`config.mk`:
```
export PLATFORM = sky130hd
export DESIGN_NAME = sar_port
export DESIGN_NICKNAME = d
export VERILOG_FILES = /design/src/rtl/sar_port_pkg.sv /design/src/rtl/sar_port_edges.sv /design/src/rtl/sar_port_bitsel.sv /design/src/rtl/sar_port.sv
export SDC_FILE = /design/constraint.sdc
export NUM_CORES = 1
export LEC_CHECK = 0
export ABC_AREA = 1
export ABC_CLOCK_PERIOD_IN_PS = 1800
export BUFFER_PORTS_ARGS = -buffer_cell sky130_fd_sc_hd__buf_4
export CAP_MARGIN = 30
export CORE_ASPECT_RATIO = 0.6
export CORE_MARGIN = 10
export CORE_UTILIZATION = 50
export DETAILED_ROUTE_END_ITERATION = 7
export MAX_ROUTING_LAYER = met4
export PLACE_DENSITY = 0.84
export SYNTH_ARGS = -nofsm -noshare
export SYNTH_HDL_FRONTEND = slang
export SYNTH_SLANG_ARGS = --single-unit
```
`constraint.sdc`:
```
create_clock -name clk -period 1.8 [get_ports clk]
set_input_delay 0.18 -clock clk [delete_from_list [all_inputs] [get_ports clk]]
set_output_delay 0.18 -clock clk [all_outputs]
set_load 0.05 [all_outputs]
```
`src/rtl/sar_port_pkg.sv`:
```
package sar_port_pkg;

    typedef enum logic [1:0] {
        ST_ACQ   = 2'd0,
        ST_CONV  = 2'd1,
        ST_READY = 2'd2,
        ST_SHIFT = 2'd3
    } port_state_e;

endpackage

```
`src/rtl/sar_port_edges.sv`:
```
module sar_port_edges #(
    parameter int N = 3
) (
    input  logic         clk,
    input  logic [N-1:0] line_i,
    output logic [N-1:0] prev_o
);
    // One delay stage per host line; left without reset so the copy
    // always equals the value seen at the previous clock edge.
    for (genvar g = 0; g < N; g++) begin : g_line
        logic prev_q;
        always_ff @(posedge clk) begin
            prev_q <= line_i[g];
        end
        assign prev_o[g] = prev_q;
    end
endmodule

```
`src/rtl/sar_port_bitsel.sv`:
```
module sar_port_bitsel #(
    parameter int W  = 14,
    parameter int IW = 4
) (
    input  logic [W-1:0]  word_i,
    input  logic [IW-1:0] idx_i,
    output logic          bit_o
);
    always_comb begin
        bit_o = 1'b0;
        for (int i = 0; i < W; i++) begin
            if (idx_i == IW'(i)) begin
                bit_o = word_i[i];
            end
        end
    end
endmodule

```
`src/rtl/sar_port.sv`:
```
module sar_port
    import sar_port_pkg::*;
#(
    parameter int DATA_W      = 14,
    parameter int CONV_CYCLES = 40
) (
    input  logic              clk,
    input  logic              rst_n,
    input  logic              conv_i,
    input  logic              csel_i,
    input  logic              sclk_i,
    input  logic [DATA_W-1:0] data_word_i,
    output logic              dout_o,
    output logic              dout_en_o
);
    localparam int CNT_MAX = (CONV_CYCLES > DATA_W) ? CONV_CYCLES : DATA_W;
    localparam int CNT_W   = $clog2(CNT_MAX + 1);

    typedef struct packed {
        port_state_e       st;
        logic [CNT_W-1:0]  cnt;
        logic [DATA_W-1:0] word;
        logic              oe;
        logic              dat;
    } regs_t;

    regs_t r_d, r_q;

    logic [2:0] prev;
    logic       conv_rise, csel_rise, sclk_fall;
    logic [CNT_W-1:0] sel_idx;
    logic             sel_bit;

    sar_port_edges #(.N(3)) u_edges (
        .clk    (clk),
        .line_i ({sclk_i, csel_i, conv_i}),
        .prev_o (prev)
    );

    assign conv_rise = conv_i & ~prev[0];
    assign csel_rise = csel_i & ~prev[1];
    assign sclk_fall = ~sclk_i & prev[2];

    // Bit to present next: MSB on leaving the flag, else one below current.
    assign sel_idx = (r_q.st == ST_READY) ? CNT_W'(DATA_W - 1) : (r_q.cnt - 1'b1);

    sar_port_bitsel #(.W(DATA_W), .IW(CNT_W)) u_bitsel (
        .word_i (r_q.word),
        .idx_i  (sel_idx),
        .bit_o  (sel_bit)
    );

    always_comb begin
        r_d = r_q;
        unique case (r_q.st)
            ST_ACQ: begin
                r_d.oe  = ~conv_i & ~csel_i;
                r_d.dat = 1'b0;
                if (conv_rise && csel_i) begin
                    r_d.st  = ST_CONV;
                    r_d.cnt = CNT_W'(CONV_CYCLES - 1);
                    r_d.oe  = 1'b0;
                end
            end
            ST_CONV: begin
                r_d.oe = 1'b0;
                if (r_q.cnt == '0) begin
                    r_d.word = data_word_i;
                    if (!csel_i) begin
                        r_d.st  = ST_READY;
                        r_d.oe  = 1'b1;
                        r_d.dat = 1'b0;
                    end else begin
                        r_d.st = ST_ACQ;
                    end
                end else begin
                    r_d.cnt = r_q.cnt - 1'b1;
                end
            end
            ST_READY: begin
                if (csel_rise) begin
                    r_d.st = ST_ACQ;
                    r_d.oe = 1'b0;
                end else if (sclk_fall) begin
                    r_d.st  = ST_SHIFT;
                    r_d.cnt = CNT_W'(DATA_W - 1);
                    r_d.dat = sel_bit;
                end
            end
            ST_SHIFT: begin
                if (csel_rise) begin
                    r_d.st = ST_ACQ;
                    r_d.oe = 1'b0;
                end else if (sclk_fall) begin
                    if (r_q.cnt == '0) begin
                        r_d.st = ST_ACQ;
                        r_d.oe = 1'b0;
                    end else begin
                        r_d.cnt = r_q.cnt - 1'b1;
                        r_d.dat = sel_bit;
                    end
                end
            end
            default: r_d.st = ST_ACQ;
        endcase
    end

    always_ff @(posedge clk) begin
        if (!rst_n) begin
            r_q.st   <= ST_ACQ;
            r_q.cnt  <= '0;
            r_q.word <= '0;
            r_q.oe   <= 1'b0;
            r_q.dat  <= 1'b0;
        end else begin
            r_q <= r_d;
        end
    end

    assign dout_o    = r_q.dat;
    assign dout_en_o = r_q.oe;
endmodule

```
; After elaboration in Yosys (flattened, before gate mapping)
; Cells that the tools add are included.
; Widths: inputs -> output; s select.
[totals]
reg_bits = 27
input_bits = 19
output_inout_bits = 2
elab_cells = 94
[classes]
addsub = 1
eq_ne = 28
n_mux = 39
bitwise = 9
n_reduce_logical = 9
[op_table]
columns = cell, n
row1 = $eq 6x4->1 const B, 6
row2 = $pmux 8 s4, 1
row3 = $eq 6x3->1 const B, 4
row4 = $mux 6, 4
row5 = $mux 8, 3
row6 = $mux 1, 22
row7 = $ne 2x2->1 const B, 9
row8 = $mux 2, 8
row9 = $eq 6x2->1 const B, 2
row10 = $logic_not 6->1, 2
row11 = $reduce_and 5->1, 2
row12 = $ne 3x3->1 const B, 3
row13 = $pmux 2 s4, 1
row14 = $reduce_and 7->1, 1
row15 = $eq 6x1->1 const B, 1
row16 = $sub 6x1->6 const B, 1
row17 = $not 1->1, 5
row18 = $and 1x1->1, 4
row19 = $eq 2x2->1 const B, 2
row20 = $reduce_and 3->1, 1
row21 = $eq 2x1->1 const B, 1
row22 = $logic_not 2->1, 1
row23 = $reduce_and 2->1, 1
row24 = $logic_and 1x1->1, 1

; Depth between registers and ports, before layout
; Gate-level depths: netlist (run 1).
[logic_depth]
depth_word = 21
mapped_depth = 14
ltp_nobuf = 14

; Cells and area by module
; From an unflattened synthesis (run 1), not the netlist that was laid out.
[hier_totals]
cells_unflattened = 233
area_unflattened_um2 = 1584.0
[by_module_without_submodules]
columns = mod, instances, cells_each, area_per_inst_um2, seq_area_each_um2
row1 = sar_port, 1, 184, 1295.0, 480.5
row2 = sar_port_bitsel, 1, 43, 206.4, 0.0
row3 = sar_port_edges, 1, 6, 82.6, 60.1

; Worst setup path before layout (run 1)
; No wires, ideal clock.
[synth_path]
kind = reg2reg
start = reg r_q[16] in the netlist's numbering
end = reg r_q, in the netlist dout_o
setup_time_ps = 123
arrival_time_ps = 1633
t_required_ps = 1677
setup_slack_ps = 44
path_stages_with_launch = 15
path_buffers = 0
synth_period_minus_slack_ps = 1756
path_cell_list = dfxtp_1 inv_2 ha_1 inv_1 or2_2 nand2_1 nand2_1 nand2_1 nand3_1 nand2_1 nand3_1 nand2_1 nand3_1 nand2_1 a21oi_1
[synth_via]
elab_chain_len = 21
elab_cells_between_ends = 40
cone_classes = add/sub: 1 / eq/ne: 15 / mux: 21 / reduce/logical: 3
[synth_rtl]
columns = element, line_no
row1 = "start, declared", sar_port.sv:27  ; regs_t r_d, r_q;
row2 = "start signal, assigned", sar_port.sv:116  ; r_q <= r_d;
row3 = $sub 6x1->6, sar_port.sv:45  ; assign sel_idx = (r_q.st == ST_READY) ? CNT_W'(DATA_W - 1) : (r_q.cnt - 1'b1);
row4 = $mux 6, sar_port.sv:45
row5 = $logic_not 6->1, sar_port_bitsel.sv:12  ; if (idx_i == IW'(i)) begin
row6 = $mux 1 (14 in series), sar_port_bitsel.sv:12
row7 = $mux 1, sar_port.sv:95  ; if (r_q.cnt == '0) begin
row8 = $mux 2, sar_port.sv:94  ; end else if (sclk_fall) begin
row9 = $mux 1, sar_port.sv:91  ; if (csel_rise) begin
row10 = $pmux 2 s4, sar_port.sv:55  ; unique case (r_q.st)
; Several ways; a longest one is shown, not always the timed one. The select of a mux whose other input is x is not followed.
; A chain may end at the register's enable or synchronous reset.

; Final worst setup path (run 1)
; Same ends and word-level chain as after synthesis.

==> results of run 1 <==
placed cells by master (no fill, tap or decap), types with 3 or more instances in the layout:
master and count:
nand2_1 31, o21ai_0 13, nand4_1 5, o21ai_1 7, buf_4 32, nor2_1 39, dfxtp_2 4, nand2_2 6
inv_2 10, dfxtp_1 23, clkbuf_8 3, inv_1 16, nand3_1 11, nor2_2 4, a21oi_1 6, nand3_2 3
nor3_1 3
logic make-up (layout without fill, tap and decap cells):
kind of cell,after synthesis,after routing,share of synthesized area (%)
adders and majority gates,2,2,1.75
AOI/OAI and AO/OA,38,38,15.6
buffers and inverters,35,66,10.0
DFF,27,27,37.9
xor gates and xnor gates,3,3,1.84
and+or+nand+nor,108,108,32.9
through the flow:
step	hold slack [ns]	setup slack, ns
after detailed placement	0.292	-0.0515
after CTS	0.00538	0.00479
after floorplan	0.208	0.0437
final	0.00763	0.0867
after global routing	0.00582	-0.0261
after global placement	0.293	0.00636
repair_timing:
item,in CTS,in global routing
pin swaps,0,11
gates resized for setup,4,26
buffers inserted,0,2
endpoints found under the setup margin,1,7
endpoints found under the hold margin,0,0
final timing paths:
| path | end | slack, ns | depth (start not counted) |
|---|---|---|---|
| setup / recovery | dout_o | 0.09 | 14 |
| hold / removal | u_edges.g_line[2].prev_q | 0.008 | 1 |
| setup reg to reg | dout_o | 0.09 | 14 |
| hold reg to reg | dout_en_o | 0.48 | 2 |
worst max-delay path: cells and delay by family (launching register included):
kind                     cells  cell delay, ns
adder cells (fa/ha/maj)      1            0.29
flip-flops                   1            0.37
AND/OR/NAND/NOR             10            0.79
buffers and inverters        2            0.11
AO/OA/AOI/OAI                1            0.04
layer usage:
metal  share of wire (%)  GRT usage [%]  up-vias
li1                    -              -      753
met1                  50           19.3      619
met2                  39           18.5       64
met3                  11           5.01        4
met4                0.57           2.03        0
met5                   0              -        -
final cells by class:
| cell class | instances | area (µm²) |
|---|---|---|
| clock buffers | 4 | 45.0 |
| multi-input cells | 151 | 826 |
| flip-flops and latches | 27 | 546 |
| repair buffers | 32 | 240 |
| fillers | 213 | 791 |
| well taps | 32 | 40.0 |
| inverters | 30 | 123 |
power breakdown:
group | internal [mW] | leakage (nW) | total [mW] | switching, mW
combinational | 0.982 | 0.614 | 2.34 | 1.36
clock | 0.159 | 0.0228 | 0.350 | 0.191
sequential | 0.772 | 0.222 | 0.912 | 0.140
==> impl_metrics.json, run 1 <==
{
  "outcome": "finished clean",
  "place_inst": 270,
  "num_rows": 14,
  "finalWirelength_mm": 3.67,
  "slew-limit-headroom_pct": 80.3,
  "n_antenna_cell": 0,
  "ctsHoldBuffers": 0,
  "groute.usage.overall_pct": 13.8,
  "io_pins": 21,
  "worst_ep_arrival_time_ns": 1.88,
  "grt_pass1_vias": 1221,
  "core_area_mm2": 0.00261,
  "cts_root_buf": "clkbuf_8",
  "synth.distinct_cells": 31,
  "avgSynthCellArea_um2": 6.70,
  "critPathLaunch": "r_q[16]",
  "startpoint_type": "flip-flop",
  "dpl_cell_area_mm2": 0.00166,
  "cp_slowest_cell": "dfxtp_2",
  "final_area_mm2": 0.00182,
  "reg2reg_from": "r_q[16]",
  "ys_top_cells_by_count": "nor2_1, nand2_1, dfxtp_1",
  "synth_edf_count": 0,
  "slew_viol_final": 0,
  "numCtsBuffers": 3,
  "skew_ns": 0.00338,
  "setup-tns-final_ns": 0,
  "synthArstFlopShare_pct": 0,
  "drt-initial-drc-count": 104,
  "fmax_mhz": 584,
  "die_y_um": 61.4,
  "yosysWarnings": 0,
  "cp.required_ns": 1.96,
  "synthesis.area_mm2": 0.00143,
  "synth-seq-cells": 27,
  "post_drt_wl_per_cell_um": 13.3,
  "antenna_left": 0,
  "crit_path_cell_trace": "inv_4 -> ha_4 -> inv_6 -> or2_4 -> nand2_2 -> nand2_1 -> nand2_1 -> nand3_1 -> nand2_1 -> nand3_1 -> nand2_1 -> nand3_2 -> nand2_2 -> a21oi_2",
  "setup_viol": 0,
  "hpwl_mm": 2.77,
  "synth_nets": 234,
  "hold_start": "sclk_i",
  "syn_to_final_growth_pct": 27.5,
  "start_util_pct": 54.7,
  "end_kind": "flip-flop",
  "fin_cells": 276,
  "cts_buffer_depth": 2,
  "hold_class": "in -> reg",
  "dieArea_mm2": 0.00546,
  "grt_overflow_total": 0,
  "clkLatencyLatePin_ns": 0.27,
  "fin_crit_ns": 1.71,
  "vias": 1440,
  "tightest_slew_ns": 0.291,
  "synth-main-ff-cell": "dfxtp_1",
  "p_total_mw": 3.60,
  "htree_levels": 1,
  "hold_violations": 0,
  "power_density_mw_per_mm2": 1980,
  "nets": 266,
  "power_leakage_nw": 0.859,
  "crit_fanout": 7,
  "detail_route.vias_per_cell": 5.22,
  "dr.pass1.iters": 4,
  "seq_area_frac_synth_pct": 37.9,
  "fp.dieW_um": 89.0,
  "netlist_instances": 213,
  "place.port_buffers": 20,
  "synth_top_cell_by_area": "dfxtp_1",
  "grt_max_degree": 18,
  "drive_gt1_share_pct": 30.7,
  "finalCritPeriodShare_pct": 95.2,
  "vdd_ir_drop_max_uv": 928,
  "worstSetupPathType": "reg -> reg",
  "drc_errors": 0,
  "yosysMostFrequentCell": "nor2_1",
  "final_util_pct": 69.7,
  "crit_top_cell": "nand2_1",
  "cts_tree": "done",
  "grt_pass1_wl_mm": 5.80,
  "cpPeakStageDelay_ns": 0.37,
  "clock-sinks": 27,
  "antenna_found_initial": 0,
  "ys_top_cells_by_area": "dfxtp_1, nor2_1, nand2_1, nand3_1, o21ai_0",
  "synth_top_area_share_pct": 37.9,
  "routabilityCongestion": 0.999,
  "clkTransAtPathRegs_ns": 0.09,
  "maxCapViolCount": 0
}
No activity file was read; power rests on OpenSTA's default activity.
==> run 2: changes to the inputs <==
CORE_UTILIZATION = 40   (was 50)
GPL_TIMING_DRIVEN = 0   (was default)
PLACE_DENSITY = 0.62   (was 0.84)
==> run 2 against run 1 <==
  * Worst hold slack better by 0.011 ns
  * Global-route usage is 1.8 points lower
  * Critical endpoint unchanged
  * Final cell count increased by 6.2%
  * Count of clock-buffer cells in the layout unchanged
  * Largest cell class unchanged
  * Sequential cell count unchanged
  * Setup slack lost 0.068 ns
  * Die area increased by 18%
  * Largest power group unchanged
==> impl_metrics.json, run 2 (synthesis results as in run 1) <==
{
  "end_kind": "flip-flop",
  "hpwl_mm": 2.76,
  "detail_route.vias_per_cell": 4.87,
  "grt_max_degree": 15,
  "combPwrFrac_pct": 65.9,
  "tightest_slew_ns": 0.381,
  "syn_to_final_growth_pct": 30.8,
  "ctsHoldBuffers": 0,
  "finalCritPeriodShare_pct": 99.0,
  "htree_levels": 1,
  "io_pins": 21,
  "grt_util_met1_pct": 17.6,
  "final_cell_mix": "nor2_1, nand2_1, buf_4",
  "dieArea_mm2": 0.00643,
  "ff2ff_setup_slack_ns": 0.02,
  "startpoint_type": "flip-flop",
  "start_util_pct": 42.7,
  "drt-initial-drc-count": 74,
  "n_fill_cell": 351,
  "die_y_um": 66.3,
  "finalWirelength_mm": 3.81,
  "fin_crit_ns": 1.78,
  "worst_ep_arrival_time_ns": 1.93,
  "setup-tns-final_ns": 0,
  "p_clk_share_pct": 9.4,
  "skew_ns": 0.00396,
  "cts_root_buf": "clkbuf_8",
  "swShare_pct": 47.0,
  "routabilityCongestion": 0.886,
  "vias": 1427,
  "groute.usage.overall_pct": 11.9,
  "grt_pass1_wl_mm": 6.21,
  "num_rows": 16,
  "power_leakage_nw": 0.874,
  "cts_buffer_depth": 2,
  "cts_tree": "done",
  "hold_class": "in -> reg",
  "setup_viol": 0,
  "outcome": "finished clean",
  "p_int_mw": 1.92,
  "crit_end": "dout_o",
  "fmax_mhz": 561,
  "post-place-ws_ns": -0.364,
  "maxCapViolCount": 0,
  "power_density_mw_per_mm2": 1940,
  "post_drt_wl_per_cell_um": 13.0,
  "hold_violations": 0,
  "n_antenna_cell": 0,
  "vdd_ir_drop_max_uv": 939,
  "grt-busiest-layer": "met1",
  "place.port_buffers": 20,
  "dr.pass1.iters": 4,
  "numCtsBuffers": 3,
  "switching_power_mw": 1.70,
  "grt_pass1_vias": 1292,
  "final_common_cell": "nor2_1",
  "reg2reg_to": "dout_o",
  "cp.required_ns": 1.95,
  "crit_fanout": 6,
  "clock-sinks": 27,
  "seqPwrFrac_pct": 24.7,
  "core_area_mm2": 0.00334,
  "grt_overflow_total": 0,
  "slew_viol_final": 0,
  "slew-limit-headroom_pct": 74.6,
  "met2_usage_pct": 15.4,
  "clkLatencyLatePin_ns": 0.27,
  "use_met3_pct": 3.24,
  "fp.dieW_um": 97.1,
  "antenna_found_initial": 0,
  "setup_slack_ns": 0.0183,
  "drive_gt1_share_pct": 31.0,
  "antenna_left": 0,
  "rsz0062_at_grt": "true",
  "worstSetupPathType": "reg -> reg",
  "rr_worst_depth": 14,
  "clkTransAtPathRegs_ns": 0.09,
  "drc_errors": 0,
  "nets": 270
}
run 2: cell types whose count changed in the layout (fill, tap and decap cells not counted), moves of 2 or more:
cell and change:
nand2_2 -5, nand2_1 +3, nor2_1 -3, dfxtp_2 -2, inv_4 -2, nand2_4 +2
nand3_1 +2, nand3_2 -2, nor2_4 +2
run 2: metrics by stage:
| stage | hold WS [ns] | power (mW) | instances | util, % | instance area (µm²) |
|---|---|---|---|---|---|
| after floorplan | 0.208 | 2.23 | 213 | - | 1430 |
| after global placement | 0.295 | 2.63 | 278 | 48.8 | 1630 |
| after detailed placement | 0.292 | 2.63 | 278 | 48.8 | 1630 |
| after CTS | 0.00862 | 3.33 | 289 | 53.4 | 1790 |
| after global routing | 0.00130 | 3.94 | 293 | 55.8 | 1870 |
| final | 0.0185 | 3.61 | 293 | 55.8 | 1870 |
run 2: worst min path at each step:
stage / start / endpoint / slack (ns) / cells past startpoint
3_3_place_gp: sclk_i / u_edges.g_line[2].prev_q / 0.29 / 1
4_1_cts: sclk_i / u_edges.g_line[2].prev_q / 0.009 / 1
5_1_grt: sclk_i / u_edges.g_line[2].prev_q / 0.001 / 1
2_1_floorplan: conv_i / u_edges.g_line[0].prev_q / 0.21 / 0
6_report: sclk_i / u_edges.g_line[2].prev_q / 0.02 / 1
3_5_place_dp: sclk_i / u_edges.g_line[2].prev_q / 0.29 / 1
run 2: worst max-delay path, stage by stage (launching register included):
cell and delay (ns):
dfxtp_2 0.34, inv_2 0.06, ha_4 0.29, inv_6 0.04, or2_2 0.26, nand2_1 0.07, nand2_1 0.05, nand2_1 0.05
nand3_1 0.07, nand2_1 0.08, nand3_1 0.08, nand2_2 0.07, nand3_2 0.08, nand2_1 0.07, a21oi_1 0.05
run 2: timing repair:
action	in CTS	in global routing
resized for setup	18	17
pin swaps	7	7
hold endpoints to repair	0	0
buffers inserted	7	5
setup endpoints to repair	14	18
run 2: power by group through the flow:
stage / registers (mW) / clock network [mW] / logic [mW]
after global routing: 0.912 / 0.382 / 2.65
after floorplan: 0.873 / 0 / 1.36
after CTS: 0.889 / 0.357 / 2.08
after detailed placement: 0.886 / 0 / 1.74
after global placement: 0.890 / 0 / 1.74
final: 0.892 / 0.340 / 2.38
run 2: routing by layer:
metal,share of wire (%),vias up
li1,-,763
met1,57,634
met2,39,28
met3,3.3,2
met4,0.32,0
met5,0,-
run 2: final cells by class:
| type | count | area (µm²) | share of cell area, % |
|---|---|---|---|
| repair buffers | 32 | 240 | 12.9 |
| multi-input cells | 151 | 825 | 44.2 |
| plain buffers | 4 | 30.0 | 1.61 |
| clock buffers | 4 | 45.0 | 2.41 |
| well taps | 45 | 56.3 | 3.02 |
| inverters | 30 | 123 | 6.57 |
| flip-flops and latches | 27 | 547 | 29.3 |
